<file path="config.mk">
export PLATFORM = sky130hd
export DESIGN_NAME = mdio_mgmt_ctrl
export DESIGN_NICKNAME = d
export VERILOG_FILES = /design/src/rtl/mdio_pkg.sv /design/src/rtl/mdio_clkdiv.sv /design/src/rtl/mdio_shifter.sv /design/src/rtl/mdio_mgmt_ctrl.sv
export SDC_FILE = /design/constraint.sdc
export NUM_CORES = 1
export LEC_CHECK = 0
export CAP_MARGIN = 25
export CORE_MARGIN = 3
export CORE_UTILIZATION = 25
export DETAILED_ROUTE_END_ITERATION = 6
export DONT_BUFFER_PORTS = 1
export GPL_TIMING_DRIVEN = 0
export HOLD_SLACK_MARGIN = 0.15
export PLACE_DENSITY_LB_ADDON = 0.2
export SYNTH_ARGS = -nofsm -noshare
export SYNTH_HDL_FRONTEND = slang
export SYNTH_HIERARCHICAL = 1
export SYNTH_SLANG_ARGS = --single-unit
export TNS_END_PERCENT = 100
</file>
<file path="constraint.sdc">
create_clock -name clk -period 2.25 [get_ports clk]
set_input_delay 0.1125 -clock clk [delete_from_list [all_inputs] [get_ports clk]]
set_output_delay 0.1125 -clock clk [all_outputs]
set_load 0.005 [all_outputs]
</file>
<file path="src/rtl/mdio_pkg.sv">
package mdio_pkg;
  localparam int FRAME_BITS = 64;
  localparam int TA_BIT     = 46;
  localparam int DATA_BIT   = 48;

  localparam logic [2:0] IDX_ADDR   = 3'd0;
  localparam logic [2:0] IDX_WDATA  = 3'd1;
  localparam logic [2:0] IDX_CTRL   = 3'd2;
  localparam logic [2:0] IDX_STATUS = 3'd3;
  localparam logic [2:0] IDX_RDATA  = 3'd4;

  localparam int CTRL_WR_BIT = 2;
  localparam int CTRL_RD_BIT = 3;

  typedef enum logic [1:0] {
    OP_WRITE = 2'b01,
    OP_READ  = 2'b10
  } mdio_op_e;
endpackage

</file>
<file path="src/rtl/mdio_clkdiv.sv">
module mdio_clkdiv #(
  parameter int DIV = 64
) (
  input  logic clk,
  input  logic rst_n,
  input  logic en,
  output logic mdc,
  output logic rise_tick,
  output logic fall_tick
);
  localparam int CW   = $clog2(DIV);
  localparam int HALF = DIV / 2;

  logic [CW-1:0] cnt_q, cnt_d;
  logic          mdc_q, mdc_d;

  assign rise_tick = en && (cnt_q == CW'(HALF - 1));
  assign fall_tick = en && (cnt_q == CW'(DIV - 1));
  assign mdc       = mdc_q;

  always_comb begin
    cnt_d = cnt_q;
    mdc_d = mdc_q;
    if (!en) begin
      cnt_d = '0;
      mdc_d = 1'b0;
    end else if (fall_tick) begin
      cnt_d = '0;
      mdc_d = 1'b0;
    end else begin
      cnt_d = cnt_q + 1'b1;
      if (rise_tick) mdc_d = 1'b1;
    end
  end

  always_ff @(posedge clk or negedge rst_n) begin
    if (!rst_n) begin
      cnt_q <= '0;
      mdc_q <= 1'b0;
    end else begin
      cnt_q <= cnt_d;
      mdc_q <= mdc_d;
    end
  end
endmodule

</file>
<file path="src/rtl/mdio_shifter.sv">
module mdio_shifter
  import mdio_pkg::*;
(
  input  logic        clk,
  input  logic        rst_n,
  input  logic        start,
  input  mdio_op_e    op,
  input  logic [4:0]  phy,
  input  logic [4:0]  regn,
  input  logic [15:0] wdata,
  input  logic        rise_tick,
  input  logic        fall_tick,
  input  logic        mdio_i,
  output logic        busy,
  output logic        done,
  output logic        mdio_o,
  output logic        mdio_oe,
  output logic [15:0] rd_data
);
  localparam int IW = $clog2(FRAME_BITS);

  logic [FRAME_BITS-1:0] frame_q, frame_d;
  logic [IW-1:0]         idx_q, idx_d;
  logic                  busy_q, busy_d;
  logic                  is_rd_q, is_rd_d;
  logic [15:0]           sh_q, sh_d;
  logic [1:0]            ta_bits;
  logic [15:0]           data_bits;

  assign ta_bits   = (op == OP_WRITE) ? 2'b10 : 2'b11;
  assign data_bits = (op == OP_WRITE) ? wdata : 16'h0000;
  assign done      = busy_q && fall_tick && (idx_q == IW'(FRAME_BITS - 1));

  always_comb begin
    frame_d = frame_q;
    idx_d   = idx_q;
    busy_d  = busy_q;
    is_rd_d = is_rd_q;
    sh_d    = sh_q;
    if (!busy_q) begin
      if (start) begin
        frame_d = {32'hFFFF_FFFF, 2'b01, op, phy, regn, ta_bits, data_bits};
        idx_d   = '0;
        busy_d  = 1'b1;
        is_rd_d = (op == OP_READ);
      end
    end else begin
      if (rise_tick && is_rd_q && (idx_q >= IW'(DATA_BIT)))
        sh_d = {sh_q[14:0], mdio_i};
      if (fall_tick) begin
        if (done) begin
          busy_d = 1'b0;
        end else begin
          frame_d = {frame_q[FRAME_BITS-2:0], 1'b1};
          idx_d   = idx_q + 1'b1;
        end
      end
    end
  end

  always_ff @(posedge clk or negedge rst_n) begin
    if (!rst_n) begin
      frame_q <= '1;
      idx_q   <= '0;
      busy_q  <= 1'b0;
      is_rd_q <= 1'b0;
      sh_q    <= '0;
    end else begin
      frame_q <= frame_d;
      idx_q   <= idx_d;
      busy_q  <= busy_d;
      is_rd_q <= is_rd_d;
      sh_q    <= sh_d;
    end
  end

  assign busy    = busy_q;
  assign mdio_o  = busy_q ? frame_q[FRAME_BITS-1] : 1'b1;
  assign mdio_oe = busy_q && (!is_rd_q || (idx_q < IW'(TA_BIT)));
  assign rd_data = sh_q;
endmodule

</file>
<file path="src/rtl/mdio_mgmt_ctrl.sv">
module mdio_mgmt_ctrl
  import mdio_pkg::*;
#(
  parameter int DIV = 64
) (
  input  logic        clk,
  input  logic        rst_n,
  input  logic        reg_wr,
  input  logic [2:0]  reg_addr,
  input  logic [31:0] reg_wdata,
  output logic [31:0] reg_rdata,
  output logic        mdc,
  output logic        mdio_o,
  output logic        mdio_oe,
  input  logic        mdio_i
);
  logic [4:0]  phy_q, phy_d;
  logic [4:0]  regn_q, regn_d;
  logic [15:0] wdat_q, wdat_d;
  logic [15:0] rdat_q, rdat_d;
  logic        busy, done, start, rise_tick, fall_tick, rd_op;
  logic [15:0] shift_data;
  mdio_op_e    op;

  assign start = reg_wr && (reg_addr == IDX_CTRL) && !busy &&
                 (reg_wdata[CTRL_WR_BIT] || reg_wdata[CTRL_RD_BIT]);
  assign op    = reg_wdata[CTRL_WR_BIT] ? OP_WRITE : OP_READ;

  always_comb begin
    phy_d  = phy_q;
    regn_d = regn_q;
    wdat_d = wdat_q;
    rdat_d = rdat_q;
    if (reg_wr && (reg_addr == IDX_ADDR)) begin
      phy_d  = reg_wdata[12:8];
      regn_d = reg_wdata[4:0];
    end
    if (reg_wr && (reg_addr == IDX_WDATA)) wdat_d = reg_wdata[15:0];
    if (done && rd_op) rdat_d = shift_data;
  end

  always_ff @(posedge clk or negedge rst_n) begin
    if (!rst_n) begin
      phy_q  <= '0;
      regn_q <= '0;
      wdat_q <= '0;
      rdat_q <= '0;
      rd_op  <= 1'b0;
    end else begin
      phy_q  <= phy_d;
      regn_q <= regn_d;
      wdat_q <= wdat_d;
      rdat_q <= rdat_d;
      if (start) rd_op <= (op == OP_READ);
    end
  end

  always_comb begin
    unique case (reg_addr)
      IDX_ADDR:   reg_rdata = {19'b0, phy_q, 3'b0, regn_q};
      IDX_WDATA:  reg_rdata = {16'b0, wdat_q};
      IDX_STATUS: reg_rdata = {31'b0, busy};
      IDX_RDATA:  reg_rdata = {16'b0, rdat_q};
      default:    reg_rdata = 32'b0;
    endcase
  end

  mdio_clkdiv #(.DIV(DIV)) u_div (
    .clk       (clk),
    .rst_n     (rst_n),
    .en        (busy),
    .mdc       (mdc),
    .rise_tick (rise_tick),
    .fall_tick (fall_tick)
  );

  mdio_shifter u_shift (
    .clk       (clk),
    .rst_n     (rst_n),
    .start     (start),
    .op        (op),
    .phy       (phy_q),
    .regn      (regn_q),
    .wdata     (wdat_q),
    .rise_tick (rise_tick),
    .fall_tick (fall_tick),
    .mdio_i    (mdio_i),
    .busy      (busy),
    .done      (done),
    .mdio_o    (mdio_o),
    .mdio_oe   (mdio_oe),
    .rd_data   (shift_data)
  );
endmodule

</file>
[Word level (Yosys, flattened, before mapping)]
Index checks and enable logic that the tools add are counted.
Cells by class
  add/sub/neg operators: 2
  bitwise operators: 1
  equal/unequal tests: 12
  $lt $le $gt $ge: 2
  reduce and logical (&&, ||, !) cells: 22
  multiplexer cells: 22
Operators by type and width (count)
  two-way mux 64 bit: 4
  case mux 16 bit (4 select lines): 1
  two-way mux 6 bit: 6
  two-way mux 16 bit: 1
  logical AND 1 bit: 13
  adder 6 x 1 -> 6 bit (second input constant): 2
  == test 6 bit (second input constant): 2
  two-way mux 1 bit: 9
  == test 3 x 2 -> 1 bit (second input constant): 2
  == test 6 x 5 -> 1 bit (second input constant): 1
  >= comparator 6 bit (second input constant): 1
  < comparator 6 bit (second input constant): 1
  AND reduction 2 bit: 2
  == test 3 x 1 -> 1 bit (second input constant): 1
  == test 3 bit (second input constant): 1
  logical NOT 3 bit: 1
  != test 3 x 1 -> 1 bit (second input constant): 1
  AND reduction 3 bit: 1
  == test 2 x 1 -> 1 bit (second input constant): 1
  == test 2 bit (second input constant): 1
  logical NOT 1 bit: 2
  logical OR 1 bit: 2
  two-way mux 2 bit: 1
  != test 2 x 1 -> 1 bit (second input constant): 1
  3 further kinds: 3
Word-level totals
  word-level logic and storage cells: 73
  bits in registers: 138
  bits of input ports: 39
  output and inout bits: 35

[Depth between registers and ports, before layout]
  depth after elaboration: 7
  depth in mapped cells: 10
  gate-level depth less buffers: 7

[Hierarchy]
Netlist, hierarchy kept.
By module, submodules not included
  mdio_shifter: area each 4152.7 µm², instances 1, sequential area each 2282.2 µm², cells an instance 405
  mdio_mgmt_ctrl: area each 2199.6 µm², instances 1, sequential area each 1076.0 µm², cells an instance 175
  mdio_clkdiv: area each 327.8 µm², instances 1, sequential area each 175.2 µm², cells an instance 31

[Worst setup path after synthesis]
Ideal clock, no wire load.
  kind: reg2reg
  start point: register u_div.cnt_q[0]
  end point: register rdat_q[10]
  setup time: 0.125 ns
  arrival time: 2.032 ns
  period minus slack after synthesis: 2.156 ns
  path slack: 0.094 ns
  stages on the path, launching flop included: 9
  buffers on the path: 1
  cells stage by stage: dfrtp_1 > ha_1 > and4_1 > and3_1 > nand2_1 > nor2_1 > nand2_1 > buf_2 > mux2_2
On the way
  word-level cells in the longest chain between the ends: 5
RTL lines
  start: declaration: RTL line mdio_clkdiv.sv:14  | logic [CW-1:0] cnt_q, cnt_d;
  start signal: assignment: RTL line mdio_clkdiv.sv:41  | cnt_q <= cnt_d;
  == test 6 bit: RTL line mdio_clkdiv.sv:18  | assign fall_tick = en && (cnt_q == CW'(DIV - 1));
  logical AND 1 bit: RTL line mdio_clkdiv.sv:18
  named net fall_tick: RTL line mdio_mgmt_ctrl.sv:21  | logic busy, done, start, rise_tick, fall_tick, rd_op;
  logical AND 1 bit (2 in a row): RTL line mdio_shifter.sv:32  | assign done = busy_q && fall_tick && (idx_q == IW'(FRAME_BITS - 1));
  named net done: RTL line mdio_mgmt_ctrl.sv:21
  logical AND 1 bit: RTL line mdio_mgmt_ctrl.sv:39  | if (done && rd_op) rdat_d = shift_data;
  end signal: assignment: RTL line mdio_mgmt_ctrl.sv:53  | rdat_q <= rdat_d;
  end: declaration: RTL line mdio_mgmt_ctrl.sv:20  | logic [15:0] rdat_q, rdat_d;
The timed path passes the listed nets, and every way through them passes these cells.
A chain may end at the register's enable or synchronous reset.

[Worst setup path after layout]
  start point: register u_shift.busy_q, in the netlist u_shift/busy
  end point: register u_shift.frame_q[19]
On the way
  word-level cells in the longest chain between the ends: 5
  elaborated cells between the ends (all ways): 11
RTL lines
  start: declaration: RTL line mdio_shifter.sv:24  | logic busy_q, busy_d;
  start signal: assignment: RTL line mdio_shifter.sv:71  | busy_q <= busy_d;
  logical NOT 1 bit
  logical AND 1 bit (2 in a row): RTL line mdio_mgmt_ctrl.sv:25  | assign start = reg_wr && (reg_addr == IDX_CTRL) && !busy &&
  named net start: RTL line mdio_mgmt_ctrl.sv:21
  nonzero test 2 bit (no source line)
  AND reduction 3 bit (no source line)
  end signal: assignment: RTL line mdio_shifter.sv:69  | frame_q <= frame_d;
  end: declaration: RTL line mdio_shifter.sv:22  | logic [FRAME_BITS-1:0] frame_q, frame_d;
The timed path passes the listed nets, and every way through them passes these cells.

==> metrics.yaml <==
root_buffer: "clkbuf_16"
antenna_found_initial: 0
critPathArrivalTime_ns: 2.44
synth_edf_count: 0
fin_area_um2: 8120
grt-ovfl-total: 0
crit_start: "u_shift/busy"
grt_first_pass_wirelength_mm: 26.9
n_fill_cell: 2684
end_kind: "flop"
cts_buffer_depth: 2
nNetsFinal: 719
vias_per_cell: 4.62
final_core_util: 0.311
peakVddDrop_mv: 0.410
outcome: "finished with violations"
synth.distinct_cells: 51
switching_share: 0.307
whs_ns: -0.566
setup_slack_ns: 0.146
p_leak_nw: 3.52
crit_path_start_kind: "flop"
ys.flop_type: "dfrtp_1"
min_period_over_period: 0.935
dp.cells: 961
grt_pass1_vias: 4802
routed_wl_mm: 16.4
setup_viol: 0
cts_buffers: 17
powerDensity_nw_per_um2: 1050
register_area_um2: 3530
dpl-instance-area_um2: 7160
worstReg2RegEnd: "u_shift/frame_q[19]"
synth_top_area_share: 0.277
syn_to_final_growth_pct: 21.5
comb_power_share: 0.202
finalPower_mw: 8.51
timing.reg2reg.setup_slack_ns: 0.15
yosysMostFrequentCell: "nand2_1"
maxSlewHeadroom: 0.513
drive_gt1_frac: 0.346
p_clk_frac: 0.317
r2r-start: "u_shift/busy"
clkTransAtPathRegs_ns: 0.06
power_frac_seq: 0.482
cp_slowest_stage_delay_ns: 0.46
ys_ff_latch: 138
dr_total_vias: 4735
drc: 0
required_ns: 2.59
fin_tns_setup_ns: 0
synth_seq_area_share: 0.529
slew_violations: 0
cts_max_level: 4
timing.final.crit_period_ns: 2.10
diodes: 0
switching_power_mw: 2.62
finalHoldViolCount: 138
ant_nets: 0
start_util: 0.256
reg2reg_depth: 9
cap_violations: 0
die_x_um: 169
worstPathCellList: "nor4b_4 > and2_4 > o21a_4 > mux2i_1 > a31oi_4 > buf_6 > buf_6 > nor2_1 > a21oi_1"
yosysWarnings: 6
violations: "negative hold slack"
rows: 59
clock_latency_ns: 0.42
die_y_um: 169
coreArea_um2: 26100
first_pass_iters: 5
cp_common_cell: "buf_6"
synthCells: 611
syn_area_um2: 6680
grt_max_degree: 139
synthArstFlopShare: 1.00
endpoint: "u_shift/frame_q[19]"
finalNonFillerCells: 1026
drt-wirelength-per-cell_um: 16.0
synth_area_leaders: "dfrtp_1 (28%), dfstp_2 (25%), mux2_2 (8.3%), nand2_1 (4.4%), nor2_1 (3.9%)"
drt_iter0_drc: 334
fmax_ghz: 0.475
internal-power_mw: 5.90
fin_worst_skew_ns: 0.00913
worst_pin_slew_ns: 0.729
hold_path_class: "input port to async pin"
criticalPathCategory: "flop to flop"
netlist_top_cells_count: "nand2_1 (78), dfrtp_1 (74), nor2_1 (69)"
dpl.hpwl_mm: 11.0
gp_congestion: 0.791
cp_slowest_cell: "dfrtp_2"
portBuffers: 0
hold_buffers: 28
cts_tree: "built"
cts.sinks: 138
cp_max_fo: 10
synth_top_area_cell: "dfrtp_1"
design.die.area_um2: 28700
multiInputGateArea_um2: 2870
grt_util_all_layers: 0.118
synth_area_per_cell_um2: 10.9
dp_slack_ns: -0.670
num_io_pins: 74
==> sequential cells by signal, summed over array words and instances (netlist names) <==
register,cells
u_shift/frame_q,64
rdat_q,16
u_shift/rd_data,16
wdat_q,16
u_div/cnt_q,6
u_shift/idx_q,6
phy_q,5
regn_q,5
rd_op,1
u_div/mdc,1
u_shift/busy,1
u_shift/is_rd_q,1
==> worst max-delay path, delay by kind of cell (launching register included) <==
family / cells / cell delay, ns
AO/OA/AOI/OAI: 3 / 0.55
buffers and inverters: 2 / 0.30
flip-flops: 1 / 0.46
multiplexers: 1 / 0.11
AND/OR/NAND/NOR: 3 / 0.61
==> what timing repair did <==
| item | CTS | global route |
|---|---|---|
| gates resized for setup | 12 | 13 |
| setup buffers | 2 | 3 |
| hold endpoints to repair | 176 | 138 |
| cloned | 0 | 1 |
| pin swaps | 0 | 2 |
| endpoints found under the setup margin | 88 | 46 |
==> cell type report <==
class / count / area share
sequential: 138 / 0.435
multi-input combinational: 430 / 0.354
clock buffer: 18 / 0.0541
tap: 335 / 0.0516
buffer: 52 / 0.0469
timing repair buffer: 34 / 0.0398
clock inverter: 14 / 0.0162
inverter: 5 / 0.00231
==> cells in the final DEF, fill, tap and decap left out, types with 3 or more instances in the layout <==
cell type and instances:
a21oi_1 48, a22oi_1 21, a31oi_1 32, and2_1 4
buf_2 12, buf_4 24, buf_6 9, clkbuf_1 6
clkbuf_16 17, clkbuf_4 4, conb_1 16, dfrtp_1 73
dfstp_2 64, dlygate4sd3_1 28, inv_1 5, inv_6 5
inv_8 3, mux2_2 49, mux2_4 10, mux2i_1 23
nand2_1 76, nand3_1 4, nor2_1 68, nor2b_1 3
o21ai_0 5, o22ai_1 14, or2_2 10, xnor2_1 3
==> kinds of logic after synthesis <==
kind of cell | synth area share
other | 0.000561
adder cells (fa/ha/maj) | 0.00375
AO/OA/AOI/OAI | 0.131
AND/OR/NAND/NOR | 0.132
buffers and inverters | 0.0575
flip-flops | 0.529
multiplexers | 0.140
XOR/XNOR | 0.00656
==> layer usage <==
metal / global-route usage / wire length (µm) / vias to the layer above
li1: - / - / 2270
met1: 0.159 / 7600 / 2347
met2: 0.186 / 7680 / 102
met3: 0.0317 / 853 / 16
met4: 0.0384 / 247 / 0
met5: 0 / 0 / -
==> power by group through the flow <==
stage	Sequential, mW	Clock [mW]	Combinational (mW)
2_1_floorplan	3.95	0	1.29
3_3_place_gp	4.11	0	1.52
3_5_place_dp	4.15	0	1.57
4_1_cts	4.10	2.79	1.71
5_1_grt	4.22	2.92	1.92
6_report	4.10	2.70	1.72
==> worst min path at each step <==
stage	startpoint	to	slack [ns]	cells after the start
after CTS	rst_n	u_div/cnt_q[1]	-0.63	0
final	rst_n	u_shift/idx_q[0]	-0.57	0
after floorplan	rst_n	phy_q[0]	-0.18	0
after global routing	rst_n	regn_q[2]	-0.62	0
after global placement	rst_n	u_shift/idx_q[2]	-0.17	0
after detailed placement	rst_n	u_shift/idx_q[4]	-0.17	0
No activity file was read; power rests on OpenSTA's default activity.
